==> config.mk <==
export PLATFORM = sky130hd
export DESIGN_NAME = sc_fault_supervisor
export DESIGN_NICKNAME = d
export VERILOG_FILES = /design/src/rtl/sc_fault_pkg.sv /design/src/rtl/sc_mag_detect.sv /design/src/rtl/sc_qual_timer.sv /design/src/rtl/sc_mode_fsm.sv /design/src/rtl/sc_fault_supervisor.sv
export SDC_FILE = /design/constraint.sdc
export NUM_CORES = 1
export LEC_CHECK = 0
export BUFFER_PORTS_ARGS = -buffer_cell sky130_fd_sc_hd__buf_4
export CORE_MARGIN = 5
export CORE_UTILIZATION = 35
export CTS_BUF_LIST = sky130_fd_sc_hd__clkbuf_16
export CTS_CLUSTER_SIZE = 14
export DETAILED_ROUTE_END_ITERATION = 8
export SYNTH_ARGS = -nofsm -noshare
export SYNTH_HDL_FRONTEND = slang
export SYNTH_SLANG_ARGS = --single-unit
export TNS_END_PERCENT = 10
==> constraint.sdc <==
create_clock -name clk -period 13.6 [get_ports clk]
set_clock_uncertainty 0.1 [all_clocks]
set_input_delay 3.4 -clock clk [delete_from_list [all_inputs] [get_ports clk]]
set_output_delay 3.4 -clock clk [all_outputs]
set_load 0.005 [all_outputs]
==> src/rtl/sc_fault_pkg.sv <==
package sc_fault_pkg;

    typedef enum logic [1:0] {
        MODE_COMP  = 2'b00,
        MODE_LIMIT = 2'b01,
        MODE_QUAL  = 2'b10
    } sc_mode_e;

endpackage

==> src/rtl/sc_mag_detect.sv <==
module sc_mag_detect #(
    parameter int IW = 16,
    localparam int PW = 2 * IW,
    localparam int MW = PW + 1
) (
    input  logic signed [IW-1:0] cur_d,
    input  logic signed [IW-1:0] cur_q,
    input  logic        [MW-1:0] trip_sq,
    output logic        [MW-1:0] mag_sq,
    output logic                 over
);

    logic signed [PW-1:0] d_ext;
    logic signed [PW-1:0] q_ext;
    logic signed [PW-1:0] d_prod;
    logic signed [PW-1:0] q_prod;

    always_comb begin
        d_ext  = {{IW{cur_d[IW-1]}}, cur_d};
        q_ext  = {{IW{cur_q[IW-1]}}, cur_q};
        d_prod = d_ext * d_ext;
        q_prod = q_ext * q_ext;
        mag_sq = {1'b0, d_prod} + {1'b0, q_prod};
        over   = (mag_sq > trip_sq);
    end

endmodule

==> src/rtl/sc_qual_timer.sv <==
module sc_qual_timer #(
    parameter int CW = 16
) (
    input  logic          clk,
    input  logic          rst,
    input  logic          load,
    input  logic [CW-1:0] win,
    input  logic          dec,
    input  logic          clear,
    output logic          expire
);

    typedef struct packed {
        logic          run;
        logic [CW-1:0] cnt;
    } tmr_t;

    tmr_t tmr_d, tmr_q;

    always_comb begin
        tmr_d = tmr_q;
        if (clear) begin
            tmr_d.run = 1'b0;
            tmr_d.cnt = '0;
        end else if (load) begin
            tmr_d.run = 1'b1;
            tmr_d.cnt = (win == '0) ? CW'(1) : win;
        end else if (dec && tmr_q.run) begin
            if (tmr_q.cnt == CW'(1)) begin
                tmr_d.run = 1'b0;
                tmr_d.cnt = '0;
            end else begin
                tmr_d.cnt = tmr_q.cnt - CW'(1);
            end
        end
    end

    always_ff @(posedge clk) begin
        if (rst) tmr_q <= '0;
        else     tmr_q <= tmr_d;
    end

    assign expire = tmr_q.run && (tmr_q.cnt == CW'(1));

    AST_RUN_CNT_NZ: assert property (@(posedge clk) disable iff (rst)
        tmr_q.run |-> (tmr_q.cnt != '0));
    AST_LOAD_ARMS: assert property (@(posedge clk) disable iff (rst)
        (load && !clear) |=> (tmr_q.run && tmr_q.cnt != '0));

endmodule

==> src/rtl/sc_mode_fsm.sv <==
module sc_mode_fsm
    import sc_fault_pkg::*;
#(
    parameter int CW = 16
) (
    input  logic          clk,
    input  logic          rst,
    input  logic          smp_vld,
    input  logic          over,
    input  logic          restored,
    input  logic          expire,
    input  logic          fault_sym,
    input  logic [CW-1:0] win_sym,
    input  logic [CW-1:0] win_asym,
    output sc_mode_e      mode,
    output logic          chg_pulse,
    output logic          tm_load,
    output logic [CW-1:0] tm_win,
    output logic          tm_dec,
    output logic          tm_clear
);

    typedef struct packed {
        sc_mode_e st;
        logic     pulse;
    } fsm_t;

    fsm_t fsm_d, fsm_q;

    always_comb begin
        fsm_d       = fsm_q;
        fsm_d.pulse = 1'b0;
        tm_load     = 1'b0;
        tm_dec      = 1'b0;
        tm_clear    = 1'b0;
        tm_win      = fault_sym ? win_sym : win_asym;
        if (smp_vld) begin
            unique case (fsm_q.st)
                MODE_COMP: begin
                    if (over) fsm_d.st = MODE_LIMIT;
                end
                MODE_LIMIT: begin
                    if (!over && restored) begin
                        fsm_d.st = MODE_QUAL;
                        tm_load  = 1'b1;
                    end
                end
                MODE_QUAL: begin
                    if (over || !restored) begin
                        fsm_d.st = MODE_LIMIT;
                        tm_clear = 1'b1;
                    end else begin
                        tm_dec = 1'b1;
                        if (expire) fsm_d.st = MODE_COMP;
                    end
                end
                default: begin
                    fsm_d.st = MODE_COMP;
                    tm_clear = 1'b1;
                end
            endcase
        end
        fsm_d.pulse = (fsm_d.st != fsm_q.st);
    end

    always_ff @(posedge clk) begin
        if (rst) begin
            fsm_q.st    <= MODE_COMP;
            fsm_q.pulse <= 1'b0;
        end else begin
            fsm_q <= fsm_d;
        end
    end

    assign mode      = fsm_q.st;
    assign chg_pulse = fsm_q.pulse;

    AST_HOLD_IDLE: assert property (@(posedge clk) disable iff (rst)
        !smp_vld |=> $stable(fsm_q.st));
    AST_TRIP_ENTER: assert property (@(posedge clk) disable iff (rst)
        (fsm_q.st == MODE_COMP && smp_vld && over) |=> (fsm_q.st == MODE_LIMIT));
    AST_NO_SKIP: assert property (@(posedge clk) disable iff (rst)
        (fsm_q.st == MODE_LIMIT) |=> (fsm_q.st != MODE_COMP));
    AST_REFAULT: assert property (@(posedge clk) disable iff (rst)
        (fsm_q.st == MODE_QUAL && smp_vld && over) |=> (fsm_q.st == MODE_LIMIT));
    AST_DIP_BACK: assert property (@(posedge clk) disable iff (rst)
        (fsm_q.st == MODE_QUAL && smp_vld && !restored) |=> (fsm_q.st == MODE_LIMIT));
    AST_PULSE_ON_CHG: assert property (@(posedge clk) disable iff (rst)
        (fsm_q.st != $past(fsm_q.st)) |-> fsm_q.pulse);
    AST_PULSE_ONLY_CHG: assert property (@(posedge clk) disable iff (rst)
        fsm_q.pulse |-> (fsm_q.st != $past(fsm_q.st)));
    AST_RESET_COMP: assert property (@(posedge clk)
        rst |=> (fsm_q.st == MODE_COMP && !fsm_q.pulse));

endmodule

==> src/rtl/sc_fault_supervisor.sv <==
module sc_fault_supervisor
    import sc_fault_pkg::*;
#(
    parameter int IW = 16,
    parameter int VW = 16,
    parameter int CW = 16,
    localparam int MW = 2 * IW + 1
) (
    input  logic                 clk,
    input  logic                 rst,
    input  logic                 smp_vld,
    input  logic signed [IW-1:0] cur_d,
    input  logic signed [IW-1:0] cur_q,
    input  logic        [VW-1:0] v_load,
    input  logic        [MW-1:0] trip_sq,
    input  logic        [VW-1:0] v_restore,
    input  logic                 fault_sym,
    input  logic        [CW-1:0] win_sym,
    input  logic        [CW-1:0] win_asym,
    output logic        [1:0]    mode,
    output logic                 lim_on,
    output logic                 recov_busy,
    output logic                 mode_chg
);

    logic [MW-1:0] mag_sq;
    logic          over;
    logic          restored;
    logic          expire;
    logic          tm_load;
    logic          tm_dec;
    logic          tm_clear;
    logic [CW-1:0] tm_win;
    sc_mode_e      st;

    sc_mag_detect #(.IW(IW)) u_mag (
        .cur_d   (cur_d),
        .cur_q   (cur_q),
        .trip_sq (trip_sq),
        .mag_sq  (mag_sq),
        .over    (over)
    );

    assign restored = (v_load >= v_restore);

    sc_mode_fsm #(.CW(CW)) u_fsm (
        .clk       (clk),
        .rst       (rst),
        .smp_vld   (smp_vld),
        .over      (over),
        .restored  (restored),
        .expire    (expire),
        .fault_sym (fault_sym),
        .win_sym   (win_sym),
        .win_asym  (win_asym),
        .mode      (st),
        .chg_pulse (mode_chg),
        .tm_load   (tm_load),
        .tm_win    (tm_win),
        .tm_dec    (tm_dec),
        .tm_clear  (tm_clear)
    );

    sc_qual_timer #(.CW(CW)) u_tmr (
        .clk    (clk),
        .rst    (rst),
        .load   (tm_load),
        .win    (tm_win),
        .dec    (tm_dec),
        .clear  (tm_clear),
        .expire (expire)
    );

    assign mode       = st;
    assign lim_on     = (st != MODE_COMP);
    assign recov_busy = (st == MODE_QUAL);

    AST_MAG_RANGE: assert property (@(posedge clk) disable iff (rst)
        smp_vld |-> (mag_sq <= (MW'(1) << (2 * IW - 1))));
    AST_BUSY_IMPLIES_LIM: assert property (@(posedge clk) disable iff (rst)
        recov_busy |-> lim_on);
    AST_TIMER_QUAL: assert property (@(posedge clk) disable iff (rst)
        expire |-> recov_busy);

endmodule

Yosys cells after proc, flatten, opt, wreduce, memory -nomap -nowiden --
Index checks and enable logic that the tools add are counted.
Cells by class: magnitude comparators 2, mux-type cells 21, add/subtract/negate cells 2, reductions and logical operators 14, multiply operators 2, equal/unequal tests 4
Operator list (count):
- $mul 16x16->32 | 2
- $mux 16 | 3
- $mux 17 | 2
- $add 32x32->33 | 1
- $gt 33x33->1 | 1
- $eq 16x1->1 const B | 1
- $ge 16x16->1 | 1
- $logic_not 16->1 | 1
- $sub 16x1->16 const B | 1
- $mux 2 | 5
- $mux 1 | 9
- $pmux 2 s3 | 1
- $reduce_bool 2->1 | 3
- $reduce_or 2->1 | 2
- $logic_and 1x1->1 | 3
- $eq 2x1->1 const B | 1
- $eq 2x2->1 const B | 1
- $logic_not 1->1 | 2
- $logic_not 2->1 | 1
- $ne 2x2->1 | 1
- $pmux 1 s2 | 1
- $reduce_and 2->1 | 1
- $logic_or 1x1->1 | 1
Storage, ports and cells: register bits after elaboration 20, output and inout port bits 5, word-level logic and storage cells 49, input bits 133

Longest topological paths before layout --
depth after elaboration 10, depth in mapped cells 46, depth with buffers taken out 42

Cells and area by module --
Synthesis repeated with hierarchy kept, for this count alone.
Unflattened totals: cells, all modules 2592, area, all modules 22455.3 µm²
By module, submodules not included:
- sc_mag_detect | cells an instance 2344, area an instance 20437.1 µm², instances 1
- sc_qual_timer | cells an instance 147, area an instance 1206.2 µm², instances 1
- sc_fault_supervisor | cells an instance 57, area an instance 406.6 µm², instances 1
- sc_mode_fsm | cells an instance 44, area an instance 405.4 µm², instances 1

Least setup slack after synthesis --
Ideal clock, no wire load.
kind input to register, start input cur_d[3], end register u_tmr.tmr_q[11] (netlist bit), stages 43, buffers on the path 5, setup time 0.075 ns, setup slack 0.243 ns, arrival 13.182 ns, cell sequence clkbuf_1 > clkbuf_1 > nand2_1 > inv_1 > fa_1 > inv_1 > fa_1 > fa_1 > fa_1 > inv_1 > fa_1 > inv_1 > fa_1 > inv_1 > ha_1 > a21o_1 > a21o_1 > a221oi_1 > [7 not listed] > a21oi_1 > or4b_1 > a31oi_1 > o221ai_1 > o41a_1 > xor2_1 > ha_1 > nand3_1 > nor3_1 > nand4_1 > nor4_1 > o21ba_1 > buf_6 > a211o_1 > buf_6 > or2_0 > buf_2 > o22ai_1
On the way: longest elaborated chain between the ends 9, elaborated cells between the ends (all ways) 19, classes of those cells add/sub: 1; mul: 1; order compare: 1; mux: 10; reduce/logical: 6
Ends and longest elaborated chain:
- start: declaration | RTL line sc_fault_supervisor.sv:12 | input logic signed [IW-1:0] cur_d,
- $mul 16x16->32 * | RTL line sc_mag_detect.sv:21 | d_prod = d_ext * d_ext;
- $add 32x32->33 * | RTL line sc_mag_detect.sv:23 | mag_sq = {1'b0, d_prod} + {1'b0, q_prod};
- $gt 33x33->1 * | RTL line sc_mag_detect.sv:24 | over = (mag_sq > trip_sq);
- $logic_not 1->1 / $logic_or 1x1->1 (equally long branches) | RTL line sc_mode_fsm.sv:43, sc_mode_fsm.sv:49
- $logic_and 1x1->1 / $mux 1 (equally long branches) | RTL line sc_mode_fsm.sv:43, sc_mode_fsm.sv:49
- $mux 1 (on tied branches) | RTL line sc_mode_fsm.sv:43, sc_mode_fsm.sv:38
- $mux 1 (on tied branches) | RTL line sc_mode_fsm.sv:38, sc_mode_fsm.sv:37
- $mux 1 / $logic_and 1x1->1 (equally long branches) | RTL line sc_mode_fsm.sv:37, sc_qual_timer.sv:28
- $mux 17 / $reduce_bool 2->1 (equally long branches)
- end signal: assignment | RTL line sc_qual_timer.sv:40 | else tmr_q <= tmr_d;
- end: declaration | RTL line sc_qual_timer.sv:18 | tmr_t tmr_d, tmr_q;
Mark *: on every way between the ends. The rest lies on a longest branch, timed or not. A chain may end at the register's enable or synchronous reset.

Worst setup path in the final report --
start input cur_d[8], end register u_tmr.tmr_q[14] (netlist bit)
Same word-level chain as after synthesis.

==> flow_summary.toml <==
[placement]
dpl-instance-area_mm2 = 0.0243
hpwl_um = 45600
io_buffers = 137
place.gp.congestion = 0.866
placed_cells = 3497

[logic_synthesis]
synth_edf_count = 0
yosys.area_share.simple_pct = 11.5
synthArstFlopShare_pct = 0
synth_area_mm2 = 0.0220
synthMuxAreaShare_pct = 0.900
synth_top_family_by_area = "adder cells"
synth_fa_ha_area_share_pct = 57.4
ys_seq_elements = 20
synth_compound_area_share_pct = 9.90
synth_flop_cell = "dfxtp_1"
synthCells = 2523
synth.top_cell.area_share_pct = 42.6
syn_nets = 3384
yosys.area.top_type = "fa_1"
avgSynthCellArea_um2 = 8.71
synth_area_leaders = "fa_1, ha_1, inv_1, xnor2_1, nand2_1"
synth_xor_area_share_pct = 4.74
yosysWarningCount = 0
synth_cell_types = 76
ys_seq_area_share_pct = 1.82

[cells_and_area]
layout_commonest_cell = "inv_1"
multi_input_area_mm2 = 0.0186
final_util_pct = 39.4
final_nets = 3527
diodes = 0
layout_common_cells = "inv_1, fa_1, ha_1, buf_4, nand2_1"
fin_cells = 3502
fillers = 6360
syn2layout_area_growth_pct = 11.2
regArea_um2 = 400
drive_gt1_share_pct = 9.34
final_area_mm2 = 0.0244

[clock_tree]
cts_sinks = 20
clk_path_buf_depth = 2
cts_max_level = 1
tritoncts = "built"
root_buffer = "clkbuf_16"
clock_latency_ns = 0.25
cts_made_buffers = 3
cts_hold_buf = 0
path_clk_slew_ns = 0.06

[job]
maxCapViolations = 0

[worst_setup_path]
crit_required_ns = 13.70
cp.arrival_ns = 13.26
cpPeakStageDelay_ns = 0.56
rrSetupSlack_ns = 11.09
path_delay_family = "adder cells"
endpoint_kind = "flop"
critical_path_class = "input port to flop"
cpMostUsedCell = "fa_1"
cp_num_buf_inv = 7
slowest_stage = "fa_1"
path_max_fanout = 12
start_kind = "input port"

[global_routing]
overflow = 0
grt_pass1_wl_um = 85600
antenna_found_initial = 1
track_usage_pct = 15.2
grt_start_max_net_pins = 21
grt_pass1_vias = 17774

[timing]
worst_pin_slew_ns = 0.860
final_max_slew_viol_count = 0
post-route-period-util_pct = 96.8
relSlewSlack_pct = 42.7
rsz0062_at_grt = "no"
setup_viol = 0
hold_violations = 0
post-route-min-period_ns = 13.16
max_freq_mhz = 76.0

[detailed_routing]
ant_nets = 0
drcViolationCount = 0
drtPass1Iterations = 5
viasPerCell = 4.71
drtIter0Drc = 787
vias = 16490
routed_wirelength_um = 50400
routedWlPerCell_um = 14.4

[die]
chipWidth_um = 261
core_region_area_mm2 = 0.0619
dieArea_mm2 = 0.0679
start_util_pct = 35.5
placementRows = 91
die_y_um = 261
io_pins = 138

[status]
status = "finished clean"

[worst_hold_path]
hp-class = "flop to flop"
## cells by family (layout without fill, tap and decap cells)
kind of cell,Yosys count,after routing
buffers and inverters,797,939
XOR/XNOR,119,119
adder cells (fa/ha/maj),728,728
multiplexers,18,18
AND/OR/NAND/NOR,519,519
flip-flops,20,20
AO/OA/AOI/OAI,322,322
## path summary, 6_finish.rpt
path                               start                           end  cells past startpoint
max                             cur_d[8]  u_tmr.tmr_q[14]$_SDFFE_PP0P_                     40
min reg2reg  u_tmr.tmr_q[6]$_SDFFE_PP0P_   u_tmr.tmr_q[6]$_SDFFE_PP0P_                      2
min          u_tmr.tmr_q[6]$_SDFFE_PP0P_   u_tmr.tmr_q[6]$_SDFFE_PP0P_                      2
max reg2reg  u_tmr.tmr_q[2]$_SDFFE_PP0P_   u_tmr.tmr_q[3]$_SDFFE_PP0P_                      7
## per-layer routing
layer / track usage (%) / up-vias / part of all wire, %
met3: 1.49 / 31 / 4.6
met1: 21.1 / 8144 / 45
met2: 27.0 / 310 / 49
met5: 0 / - / 0.026
met4: 1.34 / 2 / 0.74
li1: - / 8003 / -
## worst register-to-register path, stage by stage (launching register included)
cell     delay [ns]
dfxtp_1        0.38
nor4_1         0.52
and2_1         0.35
and4b_1        0.41
a21oi_1        0.13
buf_4          0.19
a32oi_1        0.21
o22ai_1        0.10
## through the flow
step	setup WS, ns	hold slack (ns)	setup TNS [ns]
floorplan	0.243	0.351	0
global placement	0.0124	0.365	0
detailed placement	-0.265	0.376	-3.28
CTS	0.0496	0.387	0
global route	0.00556	0.424	0
finish	0.442	0.389	0
## synth_stat cells, drive strengths merged, types with 6 or more instances
cell and instances:
a211oi 13, a21o 59, a21oi 86, a221oi 6, a22oi 9, a31o 10
a31oi 11, a32oi 8, and2 88, and3 16, clkbuf 57, dfxtp 20
fa 468, ha 260, inv 735, mux2 14, nand2 192, nand2b 13
nand3 24, nand4 17, nor2 95, nor2b 15, nor3 25, nor4 8
o21a 11, o21ai 42, o21bai 13, o22ai 11, o31ai 6, or3 6
xnor2 91, xor2 28
## sequential cells by signal, summed over array words and instances, names as in the netlist
register / flops
u_fsm.mode: 2
u_fsm.chg_pulse: 1
u_tmr.tmr_q: 17
## what timing repair did
| item | in CTS | in global routing |
|---|---|---|
| gates resized for setup | 1 | 15 |
| setup endpoints to repair | 4 | 20 |
| pin swaps | 0 | 2 |
| endpoints found under the hold margin | 0 | 0 |
| buffers inserted | 0 | 1 |
## layout make-up
class,count,share of cell area [%]
well taps,837,4.29
flip-flops and latches,20,1.64
clock buffers,3,0.307
multi-input cells,1706,76.3
clock inverters,1,0.0154
inverters,735,11.3
repair buffers,200,6.16
Power is not shown: default switching activity piles up to over one toggle a cycle in this logic, so the estimate is an artifact.
